`src/rtl/divsqrt_pkg.sv`:
```
package divsqrt_pkg;
   localparam int ADDR_W = 5;
   localparam logic [ADDR_W-1:0] OFS_DVD = 5'h00;
   localparam logic [ADDR_W-1:0] OFS_DVS = 5'h04;
   localparam logic [ADDR_W-1:0] OFS_CTL = 5'h08;
   localparam logic [ADDR_W-1:0] OFS_RES = 5'h0C;
   localparam logic [ADDR_W-1:0] OFS_RAD = 5'h10;
   // control/status bit positions, fixed because software decodes them
   localparam int BIT_GO   = 0;
   localparam int BIT_UNS  = 1;
   localparam int BIT_REM  = 2;
   localparam int BIT_ZEN  = 3;
   localparam int BIT_ZF   = 4;
   localparam int BIT_SLOW = 5;
   localparam int BIT_SQ   = 29;
   localparam int BIT_DV   = 30;
   localparam int BIT_BSY  = 31;
endpackage

```
`src/rtl/divsqrt_divider.sv`:
```
module divsqrt_divider #(
   parameter int W = 32
) (
   input  logic         clk,
   input  logic         rst_n,
   input  logic         start,
   input  logic         is_uns,
   input  logic         want_rem,
   input  logic [W-1:0] num,
   input  logic [W-1:0] den,
   output logic         busy,
   output logic         finish,
   output logic [W-1:0] res
);
   localparam int CW = $clog2(W + 1);

   logic          run;
   logic [CW-1:0] cnt;
   logic [W-1:0]  quo, rem, dvs;
   logic          qneg, rneg, sel;
   logic [W:0]    sh, diff;
   logic          ge;
   logic          num_neg, den_neg;
   logic [W-1:0]  num_mag, den_mag;

   always_comb begin
      num_neg = !is_uns && num[W-1];
      den_neg = !is_uns && den[W-1];
      num_mag = num_neg ? (~num + 1'b1) : num;
      den_mag = den_neg ? (~den + 1'b1) : den;
      sh      = {rem, quo[W-1]};
      diff    = sh - {1'b0, dvs};
      ge      = ~diff[W];
   end

   // last busy cycle is the sign fix-up step
   assign busy   = run;
   assign finish = run && (cnt == CW'(W));
   assign res    = sel ? (rneg ? (~rem + 1'b1) : rem)
                       : (qneg ? (~quo + 1'b1) : quo);

   always_ff @(posedge clk or negedge rst_n) begin
      if (!rst_n) begin
         run  <= 1'b0;
         cnt  <= '0;
         quo  <= '0;
         rem  <= '0;
         dvs  <= '0;
         qneg <= 1'b0;
         rneg <= 1'b0;
         sel  <= 1'b0;
      end else if (start) begin
         run  <= 1'b1;
         cnt  <= '0;
         quo  <= num_mag;
         rem  <= '0;
         dvs  <= den_mag;
         qneg <= num_neg ^ den_neg;
         rneg <= num_neg;
         sel  <= want_rem;
      end else if (run) begin
         if (finish) begin
            run <= 1'b0;
         end else begin
            rem <= ge ? diff[W-1:0] : sh[W-1:0];
            quo <= {quo[W-2:0], ge};
            cnt <= cnt + 1'b1;
         end
      end
   end
endmodule

```
`src/rtl/divsqrt_sqrt.sv`:
```
module divsqrt_sqrt #(
   parameter int W = 32
) (
   input  logic         clk,
   input  logic         rst_n,
   input  logic         start,
   input  logic [W-1:0] rad,
   output logic         busy,
   output logic         finish,
   output logic [W-1:0] res
);
   localparam int H  = W / 2;
   localparam int CW = $clog2(H);

   logic          run;
   logic [CW-1:0] cnt;
   logic [W-1:0]  src;
   logic [H:0]    part;
   logic [H-1:0]  root, nxt_root;
   logic [H+2:0]  cur, trial, diff;
   logic          ge;

   always_comb begin
      cur      = {part, src[W-1:W-2]};
      trial    = {1'b0, root, 2'b01};
      diff     = cur - trial;
      ge       = ~diff[H+2];
      nxt_root = {root[H-2:0], ge};
   end

   assign busy   = run;
   assign finish = run && (cnt == CW'(H - 1));
   assign res    = {{(W-H){1'b0}}, nxt_root};

   always_ff @(posedge clk or negedge rst_n) begin
      if (!rst_n) begin
         run  <= 1'b0;
         cnt  <= '0;
         src  <= '0;
         part <= '0;
         root <= '0;
      end else if (start) begin
         run  <= 1'b1;
         cnt  <= '0;
         src  <= rad;
         part <= '0;
         root <= '0;
      end else if (run) begin
         src  <= {src[W-3:0], 2'b00};
         part <= ge ? diff[H:0] : cur[H:0];
         root <= nxt_root;
         cnt  <= cnt + 1'b1;
         if (finish) run <= 1'b0;
      end
   end
endmodule

```
`src/rtl/divsqrt_unit.sv`:
```
module divsqrt_unit
   import divsqrt_pkg::*;
#(
   parameter int DATA_W = 32
) (
   input  logic              clk,
   input  logic              rst_n,
   input  logic [ADDR_W-1:0] bus_addr,
   input  logic              bus_wr,
   input  logic              bus_rd,
   input  logic [DATA_W-1:0] bus_wdata,
   output logic [DATA_W-1:0] bus_rdata,
   output logic              bus_err
);
   generate
      if (DATA_W < 32 || (DATA_W % 2) != 0) begin : g_bad_width
         $error("divsqrt_unit: DATA_W must be even and at least 32");
      end
   endgenerate

   logic [DATA_W-1:0] dvd_q, dvs_q, res_q;
   logic uns_q, rem_q, zen_q, slow_q, zf_q, op_div_q, op_sq_q;
   logic div_busy, div_fin, sq_busy, sq_fin, busy;
   logic [DATA_W-1:0] div_res, sq_res, den, csr_view;
   logic hit_dvd, hit_dvs, hit_ctl, hit_res, hit_rad;
   logic ctl_go, div_go, core_go, sq_go, den_zero, go_uns, go_rem;

   always_comb begin
      hit_dvd  = bus_addr == OFS_DVD;
      hit_dvs  = bus_addr == OFS_DVS;
      hit_ctl  = bus_addr == OFS_CTL;
      hit_res  = bus_addr == OFS_RES;
      hit_rad  = bus_addr == OFS_RAD;
      busy     = div_busy | sq_busy;
      ctl_go   = bus_wr && hit_ctl && bus_wdata[BIT_GO] && bus_wdata[BIT_SLOW];
      div_go   = !busy && ((bus_wr && hit_dvs && !slow_q) || ctl_go);
      go_uns   = ctl_go ? bus_wdata[BIT_UNS] : uns_q;
      go_rem   = ctl_go ? bus_wdata[BIT_REM] : rem_q;
      den      = (bus_wr && hit_dvs) ? bus_wdata : dvs_q;
      den_zero = den == '0;
      core_go  = div_go && !den_zero;
      sq_go    = !busy && bus_wr && hit_rad;
   end

   divsqrt_divider #(.W(DATA_W)) u_div (
      .clk(clk), .rst_n(rst_n), .start(core_go), .is_uns(go_uns),
      .want_rem(go_rem), .num(dvd_q), .den(den),
      .busy(div_busy), .finish(div_fin), .res(div_res)
   );

   divsqrt_sqrt #(.W(DATA_W)) u_sqrt (
      .clk(clk), .rst_n(rst_n), .start(sq_go), .rad(bus_wdata),
      .busy(sq_busy), .finish(sq_fin), .res(sq_res)
   );

   always_ff @(posedge clk or negedge rst_n) begin
      if (!rst_n) begin
         dvd_q    <= '0;
         dvs_q    <= '0;
         res_q    <= '0;
         uns_q    <= 1'b0;
         rem_q    <= 1'b0;
         zen_q    <= 1'b0;
         slow_q   <= 1'b0;
         zf_q     <= 1'b0;
         op_div_q <= 1'b0;
         op_sq_q  <= 1'b0;
      end else begin
         if (bus_wr && hit_dvd) dvd_q <= bus_wdata;
         if (bus_wr && hit_dvs) dvs_q <= bus_wdata;
         if (bus_wr && hit_ctl) begin
            uns_q  <= bus_wdata[BIT_UNS];
            rem_q  <= bus_wdata[BIT_REM];
            zen_q  <= bus_wdata[BIT_ZEN];
            slow_q <= bus_wdata[BIT_SLOW];
         end
         if (div_go) begin
            op_div_q <= 1'b1;
            op_sq_q  <= 1'b0;
            zf_q     <= den_zero;
         end else if (sq_go) begin
            op_div_q <= 1'b0;
            op_sq_q  <= 1'b1;
         end
         if (div_go && den_zero)         res_q <= go_rem ? dvd_q : '1;
         else if (div_fin)               res_q <= div_res;
         else if (sq_fin)                res_q <= sq_res;
         else if (bus_wr && hit_res && !busy) res_q <= bus_wdata;
      end
   end

   always_comb begin
      csr_view           = '0;
      csr_view[BIT_UNS]  = uns_q;
      csr_view[BIT_REM]  = rem_q;
      csr_view[BIT_ZEN]  = zen_q;
      csr_view[BIT_ZF]   = zf_q;
      csr_view[BIT_SLOW] = slow_q;
      csr_view[BIT_SQ]   = op_sq_q;
      csr_view[BIT_DV]   = op_div_q;
      csr_view[BIT_BSY]  = busy;
      bus_err   = bus_rd && hit_res && zen_q && zf_q;
      bus_rdata = '0;
      if (bus_rd && !bus_err) begin
         unique case (1'b1)
            hit_dvd: bus_rdata = dvd_q;
            hit_dvs: bus_rdata = dvs_q;
            hit_ctl: bus_rdata = csr_view;
            hit_res: bus_rdata = res_q;
            default: bus_rdata = '0;
         endcase
      end
   end
endmodule

```
`config.mk`:
```
export PLATFORM = sky130hd
export DESIGN_NAME = divsqrt_unit
export DESIGN_NICKNAME = d
export VERILOG_FILES = /design/src/rtl/divsqrt_pkg.sv /design/src/rtl/divsqrt_divider.sv /design/src/rtl/divsqrt_sqrt.sv /design/src/rtl/divsqrt_unit.sv
export SDC_FILE = /design/constraint.sdc
export NUM_CORES = 1
export LEC_CHECK = 0
export ABC_AREA = 1
export BUFFER_PORTS_ARGS = -buffer_cell sky130_fd_sc_hd__buf_4
export CORE_MARGIN = 3
export CORE_UTILIZATION = 47
export CTS_CLUSTER_SIZE = 10
export DETAILED_ROUTE_END_ITERATION = 10
export GPL_TIMING_DRIVEN = 0
export PLACE_DENSITY = 0.66
export SETUP_SLACK_MARGIN = 0.02
export SLEW_MARGIN = 10
export SYNTH_ARGS = -nofsm -noshare
export SYNTH_HDL_FRONTEND = slang
export SYNTH_SLANG_ARGS = --single-unit
```
`constraint.sdc`:
```
create_clock -name clk -period 5.4 [get_ports clk]
set_input_delay 0.27 -clock clk [delete_from_list [all_inputs] [get_ports clk]]
set_output_delay 0.27 -clock clk [all_outputs]
set_load 0.05 [all_outputs]
```
-- Word-level counts from Yosys, hierarchy flattened
Cells that the tools add are included.
- register bits after elaboration: 279
- latch bits: 0
- RAM bits: 0
- ROM bits: 0
- memories: 0
- $add $sub $neg: 8
- multiply operators: 0
- divide/modulo/power cells: 0
- order comparisons: 0
- equal/unequal tests: 7
- shifts and indexed selects: 0
- mux-type cells: 44
- bitwise operators: 8
- reductions and logical operators: 34
- operator list (kind ; count):
    2-to-1 mux 32 bit ; 21
    adder 32 x 1 -> 32 bit, second input constant ; 4
    inverter 32 bit ; 4
    one-hot mux 32 bit (4 select lines) ; 1
    2-to-1 mux 17 bit ; 3
    subtractor 33 x 32 -> 33 bit ; 1
    zero test 32 bit ; 1
    2-to-1 mux 16 bit ; 2
    logical AND 1 bit ; 21
    subtractor 19 x 18 -> 19 bit ; 1
    2-to-1 mux 6 bit ; 3
    2-to-1 mux 1 bit ; 12
    == test 5 x 4 -> 1 bit, second input constant ; 2
    2-to-1 mux 4 bit ; 2
    adder 6 x 1 -> 6 bit, second input constant ; 1
    == test 6 bit, second input constant ; 1
    nonzero test 2 bit ; 3
    == test 5 x 3 -> 1 bit, second input constant ; 1
    == test 5 bit, second input constant ; 1
    zero test 1 bit ; 5
    zero test 5 bit ; 1
    adder 4 x 1 -> 4 bit, second input constant ; 1
    == test 4 bit, second input constant ; 1
    nonzero test 4 bit ; 1
    other kinds (6) ; 7

-- Depth between registers and ports, before layout
- depth in word-level cells: 9
- mapped depth: 19
- gate-level depth less buffers: 18

-- By module
From an unflattened synthesis, not the netlist that was laid out.
- cells, all modules: 3451
- area total of the unflattened synthesis: 22168.8 um^2
- by module, submodules not included (module ; times used ; cells an instance ; area an instance (um^2) ; seq. area each (um^2)):
    divsqrt_divider ; 1 ; 1857 ; 11101.9 ; 2652.5
    divsqrt_unit ; 1 ; 991 ; 6541.3 ; 2577.5
    divsqrt_sqrt ; 1 ; 603 ; 4525.6 ; 1751.7

-- Least setup slack after synthesis
OpenSTA, ideal clock, no wires.
- kind: input -> output
- start point: input port bus_addr[4]
- end point: output port bus_rdata[24]
- arrival time: 2.552 ns
- required time: 5.130 ns
- slack: 2.578 ns
- stages on the path: 10
- buffers on the path: 2
- cell sequence: buf_2 -> inv_2 -> nand2_1 -> nor3_1 -> nand3_1 -> nor2_1 -> nor2_1 -> clkbuf_1 -> o21ai_0 -> inv_1
- cells in the longest elaborated chain, start to end: 7
- elaborated cells on any way between the ends: 11
- classes of those cells: 3 x eq/ne; 2 x mux; 6 x reduce/logical
- RTL lines (item ; line ; text):
    start: declaration ; divsqrt_unit.sv:8 ; input logic [ADDR_W-1:0] bus_addr,
    == test 5 x 4 -> 1 bit ; divsqrt_unit.sv:32 ; hit_res = bus_addr == OFS_RES;
    logical AND 1 bit (3 in series) ; divsqrt_unit.sv:102 ; bus_err = bus_rd && hit_res && zen_q && zf_q;
    via bus_err ; divsqrt_unit.sv:13 ; output logic bus_err
    zero test 1 bit ; divsqrt_unit.sv:104 ; if (bus_rd && !bus_err) begin
    logical AND 1 bit ; divsqrt_unit.sv:104 ;
    2-to-1 mux 32 bit ; divsqrt_unit.sv:104 ;
    end: declaration ; divsqrt_unit.sv:12 ; output logic [DATA_W-1:0] bus_rdata,
The timed path passes the listed nets, and every way through them passes these cells.

-- Final worst setup path
- start point: register u_div.quo[31]
- end point: register u_div.quo[0]
- cells in the longest elaborated chain, start to end: 5
- RTL lines (item ; line ; text):
    start: declaration ; divsqrt_divider.sv:19 ; logic [W-1:0] quo, rem, dvs;
    start signal: assignment ; divsqrt_divider.sv:55 ; quo <= num_mag;
    start signal: assignment ; divsqrt_divider.sv:66 ; quo <= {quo[W-2:0], ge};
    subtractor 33 x 32 -> 33 bit ; divsqrt_divider.sv:32 ; diff = sh - {1'b0, dvs};
    inverter 1 bit ; divsqrt_divider.sv:33 ; ge = ~diff[W];
    2-to-1 mux 32 bit ; divsqrt_divider.sv:62 ; if (finish) begin
    2-to-1 mux 32 bit ; divsqrt_divider.sv:61 ; end else if (run) begin
    2-to-1 mux 32 bit ; divsqrt_divider.sv:52 ; end else if (start) begin
Every way passes these cells. The select of a mux whose other input is x is not followed.
A chain may end at the register's enable or synchronous reset.

==> summary by stage <==
Route
The first-pass iteration count of the detailed router is 6. The DRC violation total after the first TritonRoute iteration is approximately 3000. The routed design has 91100 um of wire. The via count is 23100. For this run, design rule violations remaining after detail routing come to 0.

The remaining antenna violation count is 0. Dividing the detail-routed wire length by the instance count gives approximately 23 um. The detail-routed via count per cell is between 5 and 6.

Critical path
The worst-case reg-to-reg path depth is 13. STA classifies the critical path startpoint as a register. For the worst setup path, the data required time is 5.87 ns.

The cell with the largest stage delay on the worst path is sky130_fd_sc_hd__o21ai_0. For flop-to-flop paths, the worst setup slack is 1.54 ns. The critical path is of the reg2reg type. At the worst endpoint, the arrival time is 4.33 ns. In this run the worst path has a maximum fanout of 10. The most used cell along the critical path is sky130_fd_sc_hd__nand2_1.

Counting both buffers and inverters, the worst setup path holds a total of 2. STA classifies the critical path endpoint as a register. The family with the most delay on the worst path is compound AO/OA/AOI/OAI gates.

Walking the worst path, the cells encountered are inv_1, ha_1, fa_1, o21ai_0, a21o_1, a21o_1, nand2_1, nand2_1, nand2_1, nand2_1, clkbuf_1, nand2_1, o211ai_1. The peak per-stage delay on the critical path is 0.73 ns. The endpoint identified for the worst register-to-register timing path is u_div.quo[0]$_DFFE_PN0P_. The source of the worst register-to-register timing path is u_div.quo[31]$_DFFE_PN0P_.

Die
The die boundary width is 215 um. The number of top-level pins is between 70 and 80. The standard-cell row count is 76.

The total die area is 46300 um2. The initial core utilization is 0.476. The region available for standard cell placement spans 43200 um2. Measured along the y axis, the die boundary spans between 200 and 250 um.

Logic synthesis
The synthesis-stage register bit count is 279. A synthesized cell averages 6.45 um2. Of the post-synthesis cell area, the dominant cell type holds 0.339.

The dominant register cell in the synthesized netlist is sky130_fd_sc_hd__dfrtp_1. By count the netlist is led by 1078 x sky130_fd_sc_hd__nand2_1, 365 x sky130_fd_sc_hd__inv_1, 279 x sky130_fd_sc_hd__dfrtp_1, 265 x sky130_fd_sc_hd__nand3_1, 264 x sky130_fd_sc_hd__o21ai_0. sky130_fd_sc_hd__nand2_1 is the most common cell in the netlist. Counting flops with an async set or reset pin after synthesis yields a share of 1.00.

By area the synthesized netlist is led by sky130_fd_sc_hd__dfrtp_1 34%, sky130_fd_sc_hd__nand2_1 20%, sky130_fd_sc_hd__inv_1 6.7%, sky130_fd_sc_hd__nand3_1 6.4%, sky130_fd_sc_hd__o21ai_0 6.4%. Synthesis instantiated 45 different standard cells from the library. The synthesized net count is 3287. The netlist area before placement is 20600 um2. After technology mapping, the gate count stands at approximately 3200. The top cell type by total area after synthesis is sky130_fd_sc_hd__dfrtp_1.

Yosys mapped a number of flops with a built-in enable equal to 0. The warning count from the yosys run is 0. The register area share after synthesis is 0.339.

STA
Setup violations remaining at the end of the flow were counted as 0. The final sum of negative setup slack is 0 ns. Measured against its own limit, the worst slew margin works out to 0.232. The largest clock skew in the final design is 0.0492 ns. The worst slack on hold paths is just under 0.04 ns. The total count of hold-check failures in the final report came to 0. The final clock period utilization by the worst path is 0.715.

The routed design could run at a clock period as short as 3.86 ns. Setup repair after global routing left no endpoint under its margin. The count of pins over their slew limit is 0. The maximum operating frequency is roughly 260 MHz. The transition at the pin with the smallest max-transition slack is 1.14 ns.

Pwr
In this run the power density over the cells is 541 nW/um2. The analysis attributes to net switching a power of 6.28 mW. The share of total power dissipated in sequential elements is 0.287.

The net switching fraction of the power is 0.500. The clock network power share is 0.192. The worst-case IR drop observed on VDD is 0.403 mV. The cell-internal power is 6.28 mW. The share of total power dissipated in combinational logic is 0.521. The static leakage power is 11.5 nW.

Clock tree
Counting along the longest clock path gives a buffer depth of 3. The clock sink count is between 200 and 300. After clock tree synthesis, the clock-pin slew on the worst setup and hold paths is 0.06 ns. The tree is rooted in a sky130_fd_sc_hd__clkbuf_16.

CTS built an H-tree with a depth of 2. The number of CTS-inserted buffers is 36. The number of cells upsized or downsized after cts is 0. TritonCTS built the clock tree. Clock latency on the worst-skew pair, taken at its later pin, is 0.60 ns.

Placed design
The final weighted congestion of routability-driven global placement is 1.12. The number of input and output port buffers inserted is 73. The wire-length estimate of the detail-placed layout is 72600 um.

Layout
At the end of the flow, the number of nets in the layout was 3415. The antenna cell count is 0. The area growth from synthesis to layout is 12.9%. Fill cells in the final layout number 4508. Of the cells placed in the final design, the portion with a size suffix greater than 1 is 0.0588.

GRT
The aggregate global-route resource usage is 0.382. The number of antenna violations at the first check in global routing is 1. The first global-routing pass estimated 134000 um of wire.

Entering global routing, the biggest net connects 102 pins. The total grt overflow is 0. The via count of the first global-routing pass was around 22000.

Worst hold path
The worst hold path belongs to the class in2reg. The number of stages on the worst hold path is 3. The terminating pin of the worst hold path is u_sqrt.src[5]$_DFFE_PN0P_.

The startpoint identified for the worst hold timing path is bus_wdata[5].

Run status
The run finished with clean final reports.

Flow run
Max-cap violations in this run came to 0.
## worst max-delay path by stage
| stage | from | slack, ns | endpoint | cells after the start |
|---|---|---|---|---|
| floorplan | bus_addr[4] | 2.58 | bus_rdata[24] | 10 |
| global placement | bus_wr | 1.41 | res_q[13]$_DFFE_PN0P_ | 16 |
| detailed placement | bus_wr | 1.35 | res_q[13]$_DFFE_PN0P_ | 16 |
| CTS | u_div.quo[31]$_DFFE_PN0P_ | 1.59 | u_div.quo[0]$_DFFE_PN0P_ | 13 |
| global route | u_div.quo[31]$_DFFE_PN0P_ | 1.28 | u_div.rem[30]$_DFFE_PN0P_ | 13 |
| finish | u_div.quo[31]$_DFFE_PN0P_ | 1.54 | u_div.quo[0]$_DFFE_PN0P_ | 13 |
## metrics by stage
step	utilization	area (um2)	power [mW]	worst slack [ns]	std cells
finish	0.538	23200	12.6	1.54	3917
global route	0.538	23200	13.4	1.28	3917
CTS	0.538	23200	12.4	1.59	3917
detailed placement	0.507	21900	9.94	1.35	3849
global placement	0.506	21800	9.82	1.41	3847
floorplan	-	20600	7.82	2.58	3189
## metal layers
layer | track usage | wire [um] | vias up
met4 | 0.223 | 6330 | 2
met2 | 0.583 | 38900 | 1389
met1 | 0.510 | 36700 | 10800
met5 | 0 | 13 | -
li1 | - | - | 10600
met3 | 0.0707 | 9250 | 295
## registers in the layout, summed over array words and instances (netlist names), 4 cells and up
signal       cells
dvd_q           32
dvs_q           32
res_q           32
u_div.cnt        6
u_div.dvs       32
u_div.quo       32
u_div.rem       32
u_sqrt.cnt       4
u_sqrt.part     17
u_sqrt.root     16
u_sqrt.src      32
## worst reg2reg max path, cell delays in order, from the launching register on
cell and delay (ns):
sky130_fd_sc_hd__dfrtp_1 0.37, sky130_fd_sc_hd__inv_1 0.16, sky130_fd_sc_hd__ha_1 0.25, sky130_fd_sc_hd__fa_1 0.41, sky130_fd_sc_hd__o21ai_0 0.73, sky130_fd_sc_hd__a21o_1 0.27, sky130_fd_sc_hd__a21o_1 0.19, sky130_fd_sc_hd__nand2_1 0.14
sky130_fd_sc_hd__nand2_1 0.11, sky130_fd_sc_hd__nand2_1 0.06, sky130_fd_sc_hd__nand2_1 0.18, sky130_fd_sc_hd__clkbuf_1 0.50, sky130_fd_sc_hd__nand2_1 0.24, sky130_fd_sc_hd__o211ai_1 0.16
## cells by family (layout without fill, tap and decap cells)
kind of cell	Yosys count	in the layout	synth area share
buf+inv	518	661	0.100
flops	279	279	0.339
compound gates	525	525	0.146
fa+ha+maj	57	57	0.0350
xor+xnor	71	71	0.0302
simple gates	1739	1739	0.350
## layout make-up
type	instances	area, um2	area share
buffer	136	622	0.0268
clock buffer	45	985	0.0424
clock inverter	8	165	0.00712
inverter	382	1440	0.0618
multi-input combinational	2392	11500	0.497
sequential	279	6980	0.301
tap	585	732	0.0315
timing repair buffer	90	761	0.0328
## cells in the final DEF (no fill, tap or decap), types with 12 or more instances in the layout
cell type                       synthesis  layout
sky130_fd_sc_hd__xor2_1                53      53
sky130_fd_sc_hd__inv_1                365     365
sky130_fd_sc_hd__ha_1                  56      56
sky130_fd_sc_hd__o211ai_1              45      45
sky130_fd_sc_hd__nor3_1                44      44
sky130_fd_sc_hd__nand3_1              265     265
sky130_fd_sc_hd__nand2_1             1078    1078
sky130_fd_sc_hd__o21ai_1               28      28
sky130_fd_sc_hd__dfrtp_1              279     279
sky130_fd_sc_hd__buf_1                 12      12
sky130_fd_sc_hd__xnor2_1               18      18
sky130_fd_sc_hd__a22oi_1               17      17
sky130_fd_sc_hd__dlygate4sd3_1          0      15
sky130_fd_sc_hd__buf_4                  5      77
sky130_fd_sc_hd__inv_2                 12      12
sky130_fd_sc_hd__clkbuf_1              85      89
sky130_fd_sc_hd__o22ai_1               20      20
sky130_fd_sc_hd__buf_2                 26      26
sky130_fd_sc_hd__o21ai_0              264     264
sky130_fd_sc_hd__clkbuf_16              0      36
sky130_fd_sc_hd__o221ai_1              16      16
sky130_fd_sc_hd__nor2_1               259     259
sky130_fd_sc_hd__nand4_1               63      63
sky130_fd_sc_hd__a21oi_1               89      89
## repair_timing
action                                 CTS  global route
setup buffers                            0             0
endpoints found under the hold margin  113             0
hold buffers                            15             0
## power groups by stage
stage	clock network [mW]	logic, mW	registers [mW]
2_1_floorplan	0	4.55	3.27
3_3_place_gp	0	6.24	3.58
3_5_place_dp	0	6.34	3.59
4_1_cts	2.41	6.40	3.56
5_1_grt	2.50	7.25	3.66
6_report	2.41	6.54	3.61
(Power assumes the default switching activity.)
